==> src/rtl/eeprom_cfg_loader.sv <==
module eeprom_cfg_loader #(
  parameter int HALF_CYC    = 25,
  parameter int STAGE_DEPTH = 16
) (
  input  logic        clk_i,
  input  logic        rst_ni,
  output logic        ee_cs_o,
  output logic        ee_sck_o,
  output logic        ee_sdo_o,
  input  logic        ee_sdi_i,
  output logic        cfg_we_o,
  output logic [11:0] cfg_addr_o,
  output logic [15:0] cfg_data_o,
  output logic        done_o,
  output logic        ok_o,
  output logic        err_o
);
  localparam int HW = (HALF_CYC > 1) ? $clog2(HALF_CYC) : 1;
  localparam int IW = (STAGE_DEPTH > 1) ? $clog2(STAGE_DEPTH) : 1;
  localparam int CW = $clog2(STAGE_DEPTH + 1);

  typedef enum logic [2:0] {S_DET, S_RD, S_GAP, S_PARSE, S_COMMIT, S_DONE} state_t;
  typedef enum logic [1:0] {R_HDR, R_GRP, R_DAT, R_CSUM} role_t;

  state_t        st_q;
  role_t         role_q;
  logic [HW-1:0] hc_q;
  logic          ph_q;
  logic [4:0]    bc_q;
  logic [15:0]   sh_q;
  logic [7:0]    rd_addr_q;
  logic [7:0]    sum_q;
  logic [6:0]    rem_q;
  logic [3:0]    gl_q;
  logic [11:0]   ga_q;
  logic          bad_q;
  logic [CW-1:0] cnt_q, ci_q;
  logic [11:0]   st_a [STAGE_DEPTH];
  logic [15:0]   st_d [STAGE_DEPTH];

  logic [10:0] cmd;
  logic [7:0]  sum_n;
  logic [6:0]  rem_n;
  logic        half_end, stage_we;

  assign cmd      = {3'b110, rd_addr_q};
  assign ee_sdo_o = ee_cs_o && (bc_q < 5'd11) ? cmd[4'd10 - bc_q[3:0]] : 1'b0;
  assign sum_n    = sum_q + sh_q[15:8] + sh_q[7:0];
  assign rem_n    = rem_q - 7'd1;
  assign half_end = (hc_q == HW'(HALF_CYC - 1));
  assign stage_we = (st_q == S_PARSE) && (role_q == R_DAT) && (cnt_q < CW'(STAGE_DEPTH));

  always_ff @(posedge clk_i) begin
    if (stage_we) begin
      st_a[cnt_q[IW-1:0]] <= ga_q;
      st_d[cnt_q[IW-1:0]] <= sh_q;
    end
  end

  always_ff @(posedge clk_i or negedge rst_ni) begin
    if (!rst_ni) begin
      st_q <= S_DET;  role_q <= R_HDR;
      hc_q <= '0;     ph_q <= 1'b0;  bc_q <= '0;  sh_q <= '0;
      rd_addr_q <= '0; sum_q <= '0;  rem_q <= '0;
      gl_q <= '0;     ga_q <= '0;    bad_q <= 1'b0;
      cnt_q <= '0;    ci_q <= '0;
      ee_cs_o <= 1'b0; ee_sck_o <= 1'b0;
      cfg_we_o <= 1'b0; cfg_addr_o <= '0; cfg_data_o <= '0;
      done_o <= 1'b0; ok_o <= 1'b0; err_o <= 1'b0;
    end else begin
      cfg_we_o <= 1'b0;
      case (st_q)
        S_DET: begin
          if (ee_sdi_i) begin
            st_q <= S_RD; ee_cs_o <= 1'b1;
            hc_q <= '0; ph_q <= 1'b0; bc_q <= '0;
          end else begin
            st_q <= S_DONE; done_o <= 1'b1;
          end
        end
        S_RD: begin
          if (!half_end) hc_q <= hc_q + 1'b1;
          else begin
            hc_q <= '0;
            if (!ph_q) begin
              ee_sck_o <= 1'b1; ph_q <= 1'b1;
              if (bc_q >= 5'd11) sh_q <= {sh_q[14:0], ee_sdi_i};
            end else begin
              ee_sck_o <= 1'b0; ph_q <= 1'b0;
              if (bc_q == 5'd26) begin
                ee_cs_o <= 1'b0; st_q <= S_GAP;
              end else bc_q <= bc_q + 5'd1;
            end
          end
        end
        S_GAP: begin
          if (!half_end) hc_q <= hc_q + 1'b1;
          else begin
            hc_q <= '0; st_q <= S_PARSE;
          end
        end
        S_PARSE: begin
          rd_addr_q <= rd_addr_q + 8'd1;
          sum_q     <= sum_n;
          st_q      <= S_RD;
          ee_cs_o   <= 1'b1;
          bc_q      <= '0;
          case (role_q)
            R_HDR: begin
              if (sh_q == 16'hFFFF) begin
                st_q <= S_DONE; ee_cs_o <= 1'b0; done_o <= 1'b1;
              end else if (sh_q[0]) begin
                st_q <= S_DONE; ee_cs_o <= 1'b0; done_o <= 1'b1; err_o <= 1'b1;
              end else begin
                rem_q  <= sh_q[7:1];
                role_q <= (sh_q[7:1] == 7'd0) ? R_CSUM : R_GRP;
              end
            end
            R_GRP: begin
              gl_q  <= sh_q[15:12];
              ga_q  <= sh_q[11:0];
              rem_q <= rem_n;
              if (rem_n == 7'd0) begin
                bad_q <= 1'b1; role_q <= R_CSUM;
              end else role_q <= R_DAT;
            end
            R_DAT: begin
              if (stage_we) cnt_q <= cnt_q + 1'b1;
              else          bad_q <= 1'b1;
              ga_q  <= ga_q + 12'd1;
              gl_q  <= gl_q - 4'd1;
              rem_q <= rem_n;
              if (rem_n == 7'd0) begin
                role_q <= R_CSUM;
                if (gl_q != 4'd0) bad_q <= 1'b1;
              end else if (gl_q == 4'd0) role_q <= R_GRP;
            end
            default: begin
              ee_cs_o <= 1'b0;
              if (sum_n == 8'd0 && !bad_q) begin
                st_q <= S_COMMIT; ci_q <= '0;
              end else begin
                st_q <= S_DONE; done_o <= 1'b1; err_o <= 1'b1;
              end
            end
          endcase
        end
        S_COMMIT: begin
          if (ci_q < cnt_q) begin
            cfg_we_o   <= 1'b1;
            cfg_addr_o <= st_a[ci_q[IW-1:0]];
            cfg_data_o <= st_d[ci_q[IW-1:0]];
            ci_q       <= ci_q + 1'b1;
          end else begin
            st_q <= S_DONE; done_o <= 1'b1; ok_o <= 1'b1;
          end
        end
        default: ;
      endcase
    end
  end
endmodule

==> config.mk <==
export PLATFORM = sky130hd
export DESIGN_NAME = eeprom_cfg_loader
export DESIGN_NICKNAME = d
export VERILOG_FILES = /design/src/rtl/eeprom_cfg_loader.sv
export SDC_FILE = /design/constraint.sdc
export NUM_CORES = 1
export LEC_CHECK = 0
export CAP_MARGIN = 15
export CORE_AREA = 2 2 209 211
export DETAILED_ROUTE_END_ITERATION = 10
export DIE_AREA = 0 0 211 213
export DONT_BUFFER_PORTS = 1
export PLACE_DENSITY = 0.7
export SLEW_MARGIN = 20
export SYNTH_ARGS = -nofsm -noshare
export SYNTH_HDL_FRONTEND = slang
export SYNTH_SLANG_ARGS = --single-unit
==> constraint.sdc <==
create_clock -name clk_i -period 6.9 [get_ports clk_i]
set_input_delay 1.38 -clock clk_i [delete_from_list [all_inputs] [get_ports clk_i]]
set_output_delay 1.38 -clock clk_i [all_outputs]
set_load 0.01 [all_outputs]
==> flow_metrics.tcl <==
set metrics [dict create \
    post-dp-hpwl_um 25900 \
    maxSlewViolCount 0 \
    final.setup_skew_ns 0.0143 \
    post_synth_num_cell_types 62 \
    whs_path_depth 1 \
    wirelength_um 48100 \
    placeableCoreArea_um2 42700 \
    powerDensity_nw_per_um2 254 \
    rows 76 \
    p_clk_share_pct 44.1 \
    gp_congestion 0.844 \
    ctsHoldBuffers 0 \
    synth-seq-cells 564 \
    power.switching_mw 1.22 \
    final_util_pct 59.9 \
    slew_headroom_pct 26.8 \
    crit_slowest_cell "mux4_2" \
    max_stage_delay_ns 0.54 \
    htree_levels 2 \
    yosysSeqAreaShare_pct 70.6 \
    rsz0062_at_grt "no" \
    cts.sinks 564 \
    ir_worst_vdd_mv 0.194 \
    areaGrowthSynthToFinish_pct 10.5 \
    remaining_drc_errors 0 \
    cts_tree "done" \
    combPwrFrac_pct 0 \
    cts_setup_buffers 0 \
    cts_buffers 55 \
    routedWlPerCell_um 25.9 \
    port_buffers 0 \
    synth_top_cell_area_share_pct 58.1 \
    cts_resized 0 \
    grt.overflow.total 0 \
    grt_pass1_vias 11800 \
    cts_buffer_depth 3 \
    p_total_mw 6.49 \
    grt_first_pass_wirelength_um 74300 \
    end_kind "output port" \
    yosysWarnings 0 \
    cp_cell_sequence "inv_1 -> ha_1 -> mux4_2 -> mux2i_1 -> a221o_1 -> o21ai_0 -> o2111a_1" \
    multiInputGateArea_um2 6430 \
    synth_top_flop_cell "edfxtp_1" \
    die-area_um2 44900 \
    p_sw_share_pct 18.7 \
    worstSetupPathType "flop to output port" \
    layout.area.seq_um2 16400 \
    path_max_fanout 9 \
    status "finished clean" \
    tns_ns 0 \
    power_leakage_nw 7.67 \
    max_freq_mhz 243 \
    diodes 0 \
    synthCells 1249 \
    firstDrtPassIters 5 \
    seqPwrFrac_pct 55.9 \
    start_kind "flop" \
    clock_tree.root_cell "clkbuf_16" \
    tightest_slew_ns 1.10 \
    syn_area_per_cell_um2 18.5 \
    report.final.setup_viol 0 \
    postRouteAntennaNets 0 \
    nNetsFinal 1308 \
    synth_nets 1288 \
    drtIter0Drc 1078 \
    path_depth 7 \
    period_share_pct 59.5 \
    synthArstFlopShare_pct 20.6 \
    synth_area_leaders "edfxtp_1, mux4_2, dfrtp_1" \
    synth_edf_count 448 \
    crit_family "multiplexers" \
    crit_required_ns 5.52 \
    initial_core_util_pct 54.3 \
    hold_class "flop to flop" \
    cp_num_buf_inv 1 \
    fp.dieH_um 213 \
    drive_above_1_share_pct 22.8 \
    maxCapViolCount 0 \
    filler_cell_count 3046 \
    via_per_inst 6.26 \
    chipWidth_um 211 \
    io_pins 38 \
    finalCriticalPeriod_ns 4.11 \
    syn_area_um2 23200 \
    final-hold-violation-count 0 \
    yosys.area.top_type "edfxtp_1" \
    reg2reg_depth 9 \
    grt_max_degree 117 \
    grt_use_total_pct 22.6 \
    clk_pin_slew_ns 0.05 \
    antenna_found_initial 1 \
    power.internal_mw 5.28 \
    cp.arrival_ns 2.73 \
    clock_latency_ns 0.60 \
    via_count 11700 \
]
[synthesized netlist by cell type (15+ instances only)]
cell type / instances
a21oi_1: 31
buf_2: 15
clkbuf_1: 37
dfrtp_1: 116
edfxtp_1: 448
ha_1: 28
inv_1: 33
mux2_2: 31
mux4_2: 142
nand2_1: 52
nand3_1: 22
nor2_1: 41
o21ai_0: 45
o22ai_1: 16
xnor2_1: 17
[flip-flops by register name, indices dropped and copies added, names as in the netlist, 2 cells and up]
name,cells
role_q,2
cfg_addr_o,12
st_d,256
rd_addr_q,8
st_q,3
sum_q,8
rem_q,7
bc_q,5
ga_q,12
hc_q,5
cnt_q,5
cfg_data_o,16
ci_q,5
sh_q,16
st_a,192
gl_q,4
[placed cells by master, fill, tap and decap left out, types with 18 or more instances in the layout]
cell type / instances
ha_1: 28
nor2_1: 36
nand2_1: 52
edfxtp_1: 448
dfrtp_1: 113
inv_1: 32
o21ai_0: 45
mux2_2: 31
buf_4: 19
mux4_2: 142
clkbuf_16: 57
a21oi_1: 31
nand3_1: 22
clkbuf_1: 18
[layer usage]
layer / share of wire [%] / global-route usage [%] / up-vias
met3: 6.6 / 3.18 / 66
met4: 2.2 / 7.19 / 0
met2: 49 / 35.9 / 399
li1: - / - / 5046
met5: 0 / 0 / -
met1: 42 / 32.9 / 6144
[layout make-up]
type / instances / share of cell area, %
flip-flops and latches: 564 / 63.9
clock inverters: 22 / 0.587
multi-input cells: 590 / 25.1
clock buffers: 81 / 6.16
inverters: 34 / 0.499
repair buffers: 24 / 1.01
well taps: 546 / 2.67
[power groups by stage]
stage | logic, mW | registers, mW | clock network [mW]
finish | 0.000163 | 3.63 | 2.87
global placement | 0.000145 | 3.70 | 0
CTS | 0.000166 | 3.63 | 2.92
floorplan | 0.000142 | 3.70 | 0
detailed placement | 0.000166 | 3.70 | 0
global route | 0.000194 | 3.62 | 3.05
[through the flow]
stage,instance area [um2],std cells,setup slack [ns],hold slack [ns]
final,25600,1861,2.79,0.471
after global routing,25600,1861,2.65,0.449
after CTS,25500,1857,2.73,0.446
after detailed placement,23800,1754,3.11,0.462
after global placement,23800,1754,3.13,0.457
after floorplan,23200,1249,3.12,0.420
[kinds of logic after synthesis]
group | share of synthesized area [%]
buffers and inverters | 1.95
multiplexers | 16.3
AND/OR/NAND/NOR | 3.98
XOR/XNOR | 0.832
adder cells (fa/ha/maj) | 2.20
flip-flops | 70.6
AO/OA/AOI/OAI | 4.18
[worst paths after layout]
| check | from | endpoint | slack [ns] |
|---|---|---|---|
| max in group asynchronous | rst_ni | cfg_addr_o[7]$_DFFE_PN0P_ | 6.22 |
| hold / removal | rd_addr_q[7]$_DFFE_PN0N_ | rd_addr_q[7]$_DFFE_PN0N_ | 0.47 |
| setup reg to reg | sh_q[9]$_DFFE_PN0P_ | st_q[0]$_DFFE_PN0P_ | 3.04 |
| setup / recovery | bc_q[0]$_DFFE_PN0P_ | ee_sdo_o | 2.79 |
| hold reg to reg | rd_addr_q[7]$_DFFE_PN0N_ | rd_addr_q[7]$_DFFE_PN0N_ | 0.47 |
| min in group asynchronous | rst_ni | rd_addr_q[2]$_DFFE_PN0N_ | 0.48 |
Power figures use the tool's default switching activity.
